### src/rtl/bcr_pkg.sv
package bcr_pkg;

  typedef struct packed {
    logic       hit;
    logic       io;
    logic [7:0] off;
  } bcr_sel_t;

  typedef struct packed {
    logic       key_lat;
    logic       hide;
    logic [1:0] cart_lat;
    logic       dir;
    logic       cpu;
  } bcr_mode_t;

  localparam logic [7:0] FILL_BYTE = 8'hFF;
  localparam logic [3:0] HI_PAD    = 4'hF;
  localparam bcr_mode_t  MODE_RST  = '{key_lat: 1'b1, hide: 1'b0,
                                      cart_lat: 2'b11, dir: 1'b0, cpu: 1'b1};

endpackage

### src/rtl/bcr_decode.sv
module bcr_decode
  import bcr_pkg::*;
#(
  parameter int            AW       = 16,
  parameter logic [AW-1:0] IO_BASE  = 16'hD500,
  parameter logic [AW-1:0] TOP_BASE = 16'hFF00,
  parameter int            TOP_REGS = 5
) (
  input  logic [AW-1:0] addr_i,
  input  logic          io_on_i,
  input  logic          hidden_i,
  output bcr_sel_t      sel_o
);

  logic io_match;
  logic top_match;

  always_comb begin
    io_match  = (addr_i[AW-1:8] == IO_BASE[AW-1:8]);
    top_match = (addr_i[AW-1:8] == TOP_BASE[AW-1:8]) &&
                (addr_i[7:0] < 8'(TOP_REGS));
    sel_o.hit = !hidden_i && ((io_match && io_on_i) || top_match);
    sel_o.io  = io_match;
    sel_o.off = addr_i[7:0];
  end

endmodule

### src/rtl/bcr_pageptr.sv
module bcr_pageptr #(
  parameter logic [7:0] LO_RST = 8'h00
) (
  input  logic       clk,
  input  logic       rst_ni,
  input  logic       lo_we_i,
  input  logic       hi_we_i,
  input  logic [7:0] wdata_i,
  output logic [7:0] lo_o,
  output logic [3:0] hi_o
);

  logic [7:0] lo_q, lo_d;
  logic [3:0] hi_q, hi_d;
  logic [3:0] stg_q, stg_d;

  // staged nibble is committed together with the low byte
  always_comb begin
    lo_d  = lo_q;
    hi_d  = hi_q;
    stg_d = stg_q;
    if (hi_we_i) stg_d = wdata_i[3:0];
    if (lo_we_i) begin
      lo_d = wdata_i;
      hi_d = stg_q;
    end
  end

  always_ff @(posedge clk or negedge rst_ni) begin
    if (!rst_ni) begin
      lo_q  <= LO_RST;
      hi_q  <= 4'h0;
      stg_q <= 4'h0;
    end else begin
      if (lo_we_i) begin
        lo_q <= lo_d;
        hi_q <= hi_d;
      end
      if (hi_we_i) stg_q <= stg_d;
    end
  end

  assign lo_o = lo_q;
  assign hi_o = hi_q;

endmodule

### src/rtl/bcr_rdmux.sv
module bcr_rdmux
  import bcr_pkg::*;
#(
  parameter int         NPRE      = 4,
  parameter int         NPTR      = 2,
  parameter int         OFF_MODE  = 5,
  parameter int         OFF_SHARE = 6,
  parameter int         OFF_PTR   = 7,
  parameter int         OFF_VER   = 11,
  parameter logic [7:0] VERSION   = 8'h20
) (
  input  bcr_sel_t            sel_i,
  input  logic [7:0]          cfg_i,
  input  logic [NPRE*8-1:0]   preset_i,
  input  logic [7:0]          mode_i,
  input  logic [7:0]          share_i,
  input  logic [NPTR*8-1:0]   lo_i,
  input  logic [NPTR*4-1:0]   hi_i,
  output logic [7:0]          rdata_o
);

  always_comb begin
    rdata_o = FILL_BYTE;
    if (sel_i.hit) begin
      if (sel_i.off == 8'd0) rdata_o = cfg_i;
      for (int k = 0; k < NPRE; k++)
        if (sel_i.off == 8'(k + 1)) rdata_o = preset_i[k*8 +: 8];
      if (sel_i.io) begin
        if (sel_i.off == 8'(OFF_MODE))  rdata_o = mode_i;
        if (sel_i.off == 8'(OFF_SHARE)) rdata_o = share_i;
        for (int p = 0; p < NPTR; p++) begin
          if (sel_i.off == 8'(OFF_PTR + 2*p))     rdata_o = lo_i[p*8 +: 8];
          if (sel_i.off == 8'(OFF_PTR + 2*p + 1)) rdata_o = {HI_PAD, hi_i[p*4 +: 4]};
        end
        if (sel_i.off == 8'(OFF_VER)) rdata_o = VERSION;
      end
    end
  end

endmodule

### src/rtl/bank_cfg_regs.sv
module bank_cfg_regs
  import bcr_pkg::*;
#(
  parameter int                 AW       = 16,
  parameter logic [AW-1:0]      IO_BASE  = 16'hD500,
  parameter logic [AW-1:0]      TOP_BASE = 16'hFF00,
  parameter int                 NPRE     = 4,
  parameter logic [NPRE*8-1:0]  PRE_RST  = 32'h41017F3F,
  parameter logic [7:0]         VERSION  = 8'h20,
  parameter int                 NPTR     = 2
) (
  input  logic               clk,
  input  logic               rst_n,
  input  logic [AW-1:0]      cpu_addr,
  input  logic               cpu_wr,
  input  logic [7:0]         cpu_wdata,
  output logic [7:0]         cpu_rdata,
  output logic               cpu_hit,
  input  logic               key_n_in,
  input  logic [1:0]         cart_line_in,
  output logic [7:0]         cfg_o,
  output logic [NPRE*8-1:0]  preset_o,
  output logic [7:0]         share_o,
  output logic [NPTR*12-1:0] page_o,
  output logic               cpu_sel_o,
  output logic               fast_dir_o,
  output logic [1:0]         cart_drv_o,
  output logic               hidden_o
);

  localparam int TOP_REGS  = NPRE + 1;
  localparam int OFF_MODE  = NPRE + 1;
  localparam int OFF_SHARE = NPRE + 2;
  localparam int OFF_PTR   = NPRE + 3;
  localparam int OFF_VER   = OFF_PTR + 2*NPTR;

  // reset: asserted asynchronously, released on the clock
  logic [1:0] rst_sync_q;
  logic       rst_ni;

  always_ff @(posedge clk or negedge rst_n) begin
    if (!rst_n) rst_sync_q <= 2'b00;
    else        rst_sync_q <= {rst_sync_q[0], 1'b1};
  end
  assign rst_ni = rst_sync_q[1];

  logic [7:0]        cfg_q, cfg_d;
  logic              cfg_en;
  logic [NPRE*8-1:0] pre_q, pre_d;
  logic              pre_en;
  bcr_mode_t         mode_q, mode_d;
  logic              mode_en;
  logic [7:0]        share_q, share_d;
  logic              share_en;
  logic [7:0]        mode_rd;
  logic [NPTR*8-1:0] ptr_lo;
  logic [NPTR*4-1:0] ptr_hi;

  bcr_sel_t sel;
  logic     wr_ok, wr_io, wr_top;

  bcr_decode #(
    .AW(AW), .IO_BASE(IO_BASE), .TOP_BASE(TOP_BASE), .TOP_REGS(TOP_REGS)
  ) u_dec (
    .addr_i   (cpu_addr),
    .io_on_i  (~cfg_q[0]),
    .hidden_i (mode_q.hide),
    .sel_o    (sel)
  );

  assign wr_ok  = cpu_wr & sel.hit;
  assign wr_io  = wr_ok & sel.io;
  assign wr_top = wr_ok & ~sel.io;

  // next-state logic
  always_comb begin
    cfg_d    = cfg_q;
    cfg_en   = 1'b0;
    pre_d    = pre_q;
    pre_en   = 1'b0;
    mode_d   = mode_q;
    mode_en  = 1'b0;
    share_d  = share_q;
    share_en = 1'b0;

    if (wr_ok && sel.off == 8'd0) begin
      cfg_en = 1'b1;
      cfg_d  = cpu_wdata;
    end
    for (int k = 0; k < NPRE; k++) begin
      if (wr_top && sel.off == 8'(k + 1)) begin
        cfg_en = 1'b1;
        cfg_d  = pre_q[k*8 +: 8];
      end
      if (wr_io && sel.off == 8'(k + 1)) begin
        pre_en          = 1'b1;
        pre_d[k*8 +: 8] = cpu_wdata;
      end
    end
    if (wr_io && sel.off == 8'(OFF_MODE)) begin
      mode_en         = 1'b1;
      mode_d.key_lat  = mode_q.key_lat & cpu_wdata[7];
      mode_d.hide     = mode_q.hide | cpu_wdata[6];
      mode_d.cart_lat = cpu_wdata[5:4];
      mode_d.dir      = cpu_wdata[3];
      mode_d.cpu      = cpu_wdata[0];
    end
    if (wr_io && sel.off == 8'(OFF_SHARE)) begin
      share_en = 1'b1;
      share_d  = cpu_wdata;
    end
  end

  // state registers
  always_ff @(posedge clk or negedge rst_ni) begin
    if (!rst_ni) begin
      cfg_q   <= 8'h00;
      pre_q   <= PRE_RST;
      mode_q  <= MODE_RST;
      share_q <= 8'h00;
    end else begin
      if (cfg_en)   cfg_q   <= cfg_d;
      if (pre_en)   pre_q   <= pre_d;
      if (mode_en)  mode_q  <= mode_d;
      if (share_en) share_q <= share_d;
    end
  end

  for (genvar p = 0; p < NPTR; p++) begin : g_ptr
    bcr_pageptr #(.LO_RST(8'(p))) u_ptr (
      .clk     (clk),
      .rst_ni  (rst_ni),
      .lo_we_i (wr_io && sel.off == 8'(OFF_PTR + 2*p)),
      .hi_we_i (wr_io && sel.off == 8'(OFF_PTR + 2*p + 1)),
      .wdata_i (cpu_wdata),
      .lo_o    (ptr_lo[p*8 +: 8]),
      .hi_o    (ptr_hi[p*4 +: 4])
    );
    assign page_o[p*12 +: 12] = {ptr_hi[p*4 +: 4], ptr_lo[p*8 +: 8]};
  end

  assign mode_rd = {key_n_in & mode_q.key_lat, mode_q.hide,
                    cart_line_in & mode_q.cart_lat, mode_q.dir,
                    2'b11, mode_q.cpu};

  bcr_rdmux #(
    .NPRE(NPRE), .NPTR(NPTR), .OFF_MODE(OFF_MODE), .OFF_SHARE(OFF_SHARE),
    .OFF_PTR(OFF_PTR), .OFF_VER(OFF_VER), .VERSION(VERSION)
  ) u_rd (
    .sel_i    (sel),
    .cfg_i    (cfg_q),
    .preset_i (pre_q),
    .mode_i   (mode_rd),
    .share_i  (share_q),
    .lo_i     (ptr_lo),
    .hi_i     (ptr_hi),
    .rdata_o  (cpu_rdata)
  );

  assign cpu_hit    = sel.hit;
  assign cfg_o      = cfg_q;
  assign preset_o   = pre_q;
  assign share_o    = share_q;
  assign cpu_sel_o  = mode_q.cpu;
  assign fast_dir_o = mode_q.dir;
  assign cart_drv_o = mode_q.cart_lat;
  assign hidden_o   = mode_q.hide;

endmodule

### config.mk
export PLATFORM = sky130hd
export DESIGN_NAME = bank_cfg_regs
export DESIGN_NICKNAME = d
export VERILOG_FILES = /design/src/rtl/bcr_pkg.sv /design/src/rtl/bcr_decode.sv /design/src/rtl/bcr_pageptr.sv /design/src/rtl/bcr_rdmux.sv /design/src/rtl/bank_cfg_regs.sv
export SDC_FILE = /design/constraint.sdc
export NUM_CORES = 1
export LEC_CHECK = 0
export BUFFER_PORTS_ARGS = -buffer_cell sky130_fd_sc_hd__buf_2
export CAP_MARGIN = 20
export CELL_PAD_IN_SITES_DETAIL_PLACEMENT = 0
export CELL_PAD_IN_SITES_GLOBAL_PLACEMENT = 1
export CORE_MARGIN = 2
export CORE_UTILIZATION = 40
export CTS_BUF_LIST = sky130_fd_sc_hd__clkbuf_8
export CTS_CLUSTER_DIAMETER = 150
export DETAILED_ROUTE_END_ITERATION = 12
export GPL_TIMING_DRIVEN = 0
export PLACE_DENSITY = 0.87
export SYNTH_ARGS = -nofsm -noshare
export SYNTH_HDL_FRONTEND = slang
export SYNTH_HIERARCHICAL = 1
export SYNTH_SLANG_ARGS = --single-unit
### constraint.sdc
create_clock -name clk -period 6.53 [get_ports clk]
set_clock_uncertainty 0.1 [all_clocks]
set_input_delay 1.959 -clock clk [delete_from_list [all_inputs] [get_ports clk]]
set_output_delay 1.959 -clock clk [all_outputs]
set_load 0.1 [all_outputs]
==> impl_metrics.yaml <==
final_layout:
  final_cell_mix: "buf_2, dfrtp_1, mux2_4"
  area_growth_pct: 20.4
  stdcell_count: 764
  antenna_cells: 0
  layout_commonest_cell: "buf_2"
  final_nets: 613
  drive_gt1_share_pct: 49.5
placed_design:
  io_buffer_count: 115
  routabilityCongestion: 0.935
  hpwlAfterDp_um: 12300
  place_inst: 747
clocking:
  clock-sinks: 88
  cts-resized-gates: 0
  post_cts_buffers: 0
  cts_tree: "done"
  clockBufferDepth: 2
  clk_pin_slew_ps: 100
  cts_buffers: 9
  cts_hold_buffers: 0
  root_buffer: "clkbuf_8"
  cts-htree-levels: 3
  insertion_delay_ps: 370
worst_setup_path:
  critPathCaptureType: "primary output"
  crit_buf_inv: 5
  cp_max_fo: 10
  path_cells: "buf_2, buf_4, buf_2, buf_4, mux4_2, o21ai_0, nand3_1, a32o_1, buf_2"
  r2r_start: "cfg_o[0]"
  crit_start: "cpu_addr[1]"
  critPathTopFamily: "buffers and inverters"
  crit_top_cell: "buf_2"
  ff2ff_path_depth: 10
  startpoint_type: "input pin"
  path_class: "in2out"
  critical-path-max-stage-delay_ps: 340
  cp-endpoint: "cpu_rdata[4]"
  cp.depth: 9
  rr_endpoint: "g_ptr[1].u_ptr/hi_o[0]"
  cp_slowest_cell: "mux4_2"
  regToRegSetupSlack_ps: 3350
  cp.arrival_ps: 4150
  crit_required_ps: 4470
sta:
  finalHoldViolCount: 0
  fin_crit_sh_pct: 95.1
  setup_violations: 0
  max_slew.worst_pin.slew_ps: 765
  setup_tns_ps: 0
  rsz0062_at_grt: "no"
  slew_headroom_pct: 48.6
  maxSlewViolCount: 0
  period_minus_slack_ps: 6210
  timing.fmax_mhz: 161
route:
  antenna_left: 0
  wl_per_cell_um: 21.7
  dr_total_vias: 4452
  dr.first_iter.drc_count: 361
  route.detailed.drc: 0
  vias_per_cell: 5.83
  dr.pass1.iters: 5
  routed_wl_um: 16600
power:
  comb_power_share_pct: 9.0
  pwr-share-clk_pct: 41.0
  powerDensity_mw_per_mm2: 170
  p_seq_share_pct: 50.0
  p_leak_nw: 3.06
  switching_share_pct: 25.5
  ir_drop_v: 0.0000886
  internal_power_uw: 820
  p_sw_uw: 280
  power_mw: 1.10
logic_synthesis:
  synth-edff-count: 0
  ys_seq_elements: 88
  synth_cells: 452
  postSynth.topFlopCell: "dfrtp_1"
  syn-cell-area_mm2: 0.00538
  synth_cell_types: 72
  ys_seq_area_share_pct: 41.4
  syn_avg_cell_area_um2: 11.9
  ys_async_sr_fraction_pct: 100
  yosys_warnings: 6
grt:
  antenna_found_initial: 0
  grt_pass1_vias: 4396
  grt_max_degree: 54
  grt_use_total_pct: 23.2
  grt_pass1_wl_um: 25400
  overflow: 0
job:
  drv_cap: 0
status:
  status: "finished, final reports clean"
die:
  initial_core_util_pct: 40.8
  io_pins: 116
  core.rowCount: 42
  fp.dieW_um: 120
  die-height_um: 120
  core_area_mm2: 0.0132
  die-area_mm2: 0.0144
hold_path:
  min_path_type: "reg2async"
-- cell families (layout without fill, tap and decap cells) --
| kind of cell | Yosys count | count (layout) | share of synthesized area (%) |
|---|---|---|---|
| AND/OR/NAND/NOR | 124 | 124 | 14.5 |
| AO/OA/AOI/OAI | 90 | 90 | 12.2 |
| other | 1 | 3 | 0.0697 |
| multiplexers | 103 | 103 | 25.9 |
| flip-flops | 88 | 88 | 41.4 |
| buffers and inverters | 45 | 179 | 5.63 |
| adder cells (fa/ha/maj) | 1 | 1 | 0.186 |
-- flip-flops by register name (all words and copies together), names as in the netlist --
register           flops
preset_o              32
g_ptr.u_ptr/lo_o      16
cfg_o                  8
g_ptr.u_ptr/hi_o       8
g_ptr.u_ptr/stg_q      8
share_o                8
cart_drv_o             2
rst_sync_q             2
cpu_sel_o              1
fast_dir_o             1
hidden_o               1
mode_q                 1
-- worst min-delay path by stage --
| stage | to | startpoint |
|---|---|---|
| final | g_ptr[1].u_ptr/lo_o[3] | rst_sync_q[1] |
| after global routing | g_ptr[1].u_ptr/stg_q[1] | rst_sync_q[1] |
| after CTS | share_o[1] | rst_sync_q[1] |
| after detailed placement | g_ptr[1].u_ptr/lo_o[5] | rst_sync_q[1] |
| after global placement | rst_sync_q[1] | rst_sync_q[0] |
| after floorplan | rst_sync_q[1] | rst_sync_q[0] |
-- cell usage after synthesis (3+ instances only) --
| cell type | number | area (um2) |
|---|---|---|
| dfrtp_1 | 67 | 1680 |
| mux2_4 | 44 | 661 |
| mux2_2 | 32 | 360 |
| dfstp_2 | 21 | 552 |
| mux2i_1 | 19 | 190 |
| nor2_1 | 19 | 71.3 |
| nand3_1 | 15 | 75.1 |
| nor3_1 | 15 | 75.1 |
| a21oi_1 | 14 | 70.1 |
| buf_4 | 14 | 105 |
| o21ai_0 | 14 | 70.1 |
| nand2_1 | 12 | 45.0 |
| clkbuf_1 | 11 | 41.3 |
| nand2b_1 | 11 | 68.8 |
| a21o_1 | 8 | 60.1 |
| buf_6 | 8 | 90.1 |
| nor2b_1 | 8 | 50.1 |
| mux4_2 | 7 | 158 |
| a2111oi_0 | 6 | 52.6 |
| a211oi_1 | 6 | 45.0 |
| a31oi_1 | 6 | 37.5 |
| and2_1 | 5 | 31.3 |
| inv_1 | 5 | 18.8 |
| o211ai_1 | 5 | 37.5 |
| or4_4 | 5 | 56.3 |
| a22oi_1 | 4 | 30.0 |
| buf_2 | 4 | 20.0 |
| nand3b_1 | 3 | 22.5 |
| nor4_4 | 3 | 63.8 |
| o21a_1 | 3 | 22.5 |
| o22ai_1 | 3 | 18.8 |
| or3_1 | 3 | 18.8 |
-- final cells by class --
| class | instances | area [um2] |
|---|---|---|
| sequential | 88 | 2230 |
| clock buffer | 11 | 151 |
| clock inverter | 5 | 86.3 |
| fill | 1174 | 6710 |
| inverter | 5 | 18.8 |
| buffer | 40 | 284 |
| tap | 176 | 220 |
| timing repair buffer | 118 | 616 |
| multi-input combinational | 321 | 2870 |
-- worst register-to-register path, cell delays in order, from the launching register on --
cell,delay [ps]
dfrtp_1,480
inv_1,90
a32oi_1,90
nor3_4,210
nand2_1,140
or2_1,240
buf_2,170
or3_1,420
nor3b_1,540
buf_6,270
mux2_4,320
-- through the flow --
stage	hold WS (ps)	instance area [um2]	util (%)	setup WS, ps
after floorplan	231	5400	-	130
after global placement	236	6190	47.0	386
after detailed placement	210	6230	47.3	341
after CTS	215	6470	49.1	343
after global routing	236	6480	49.1	287
final	186	6480	49.1	320
-- routing by layer --
metal	global-route usage, %	share of wire [%]	vias up	wire [um]
met5	0	0	-	0
met4	7.94	1.7	0	278
met3	3.47	6.8	20	1120
met2	36.0	46	214	7710
met1	33.2	45	2261	7470
li1	-	-	1957	-
-- power groups by stage --
stage	registers, mW	logic (mW)	clock network [mW]
floorplan	0.565	0.0522	0
global placement	0.567	0.0876	0
detailed placement	0.561	0.0974	0
CTS	0.551	0.0977	0.456
global route	0.552	0.106	0.481
finish	0.551	0.0988	0.451
Note: power is estimated with default switching activity, not from simulation.
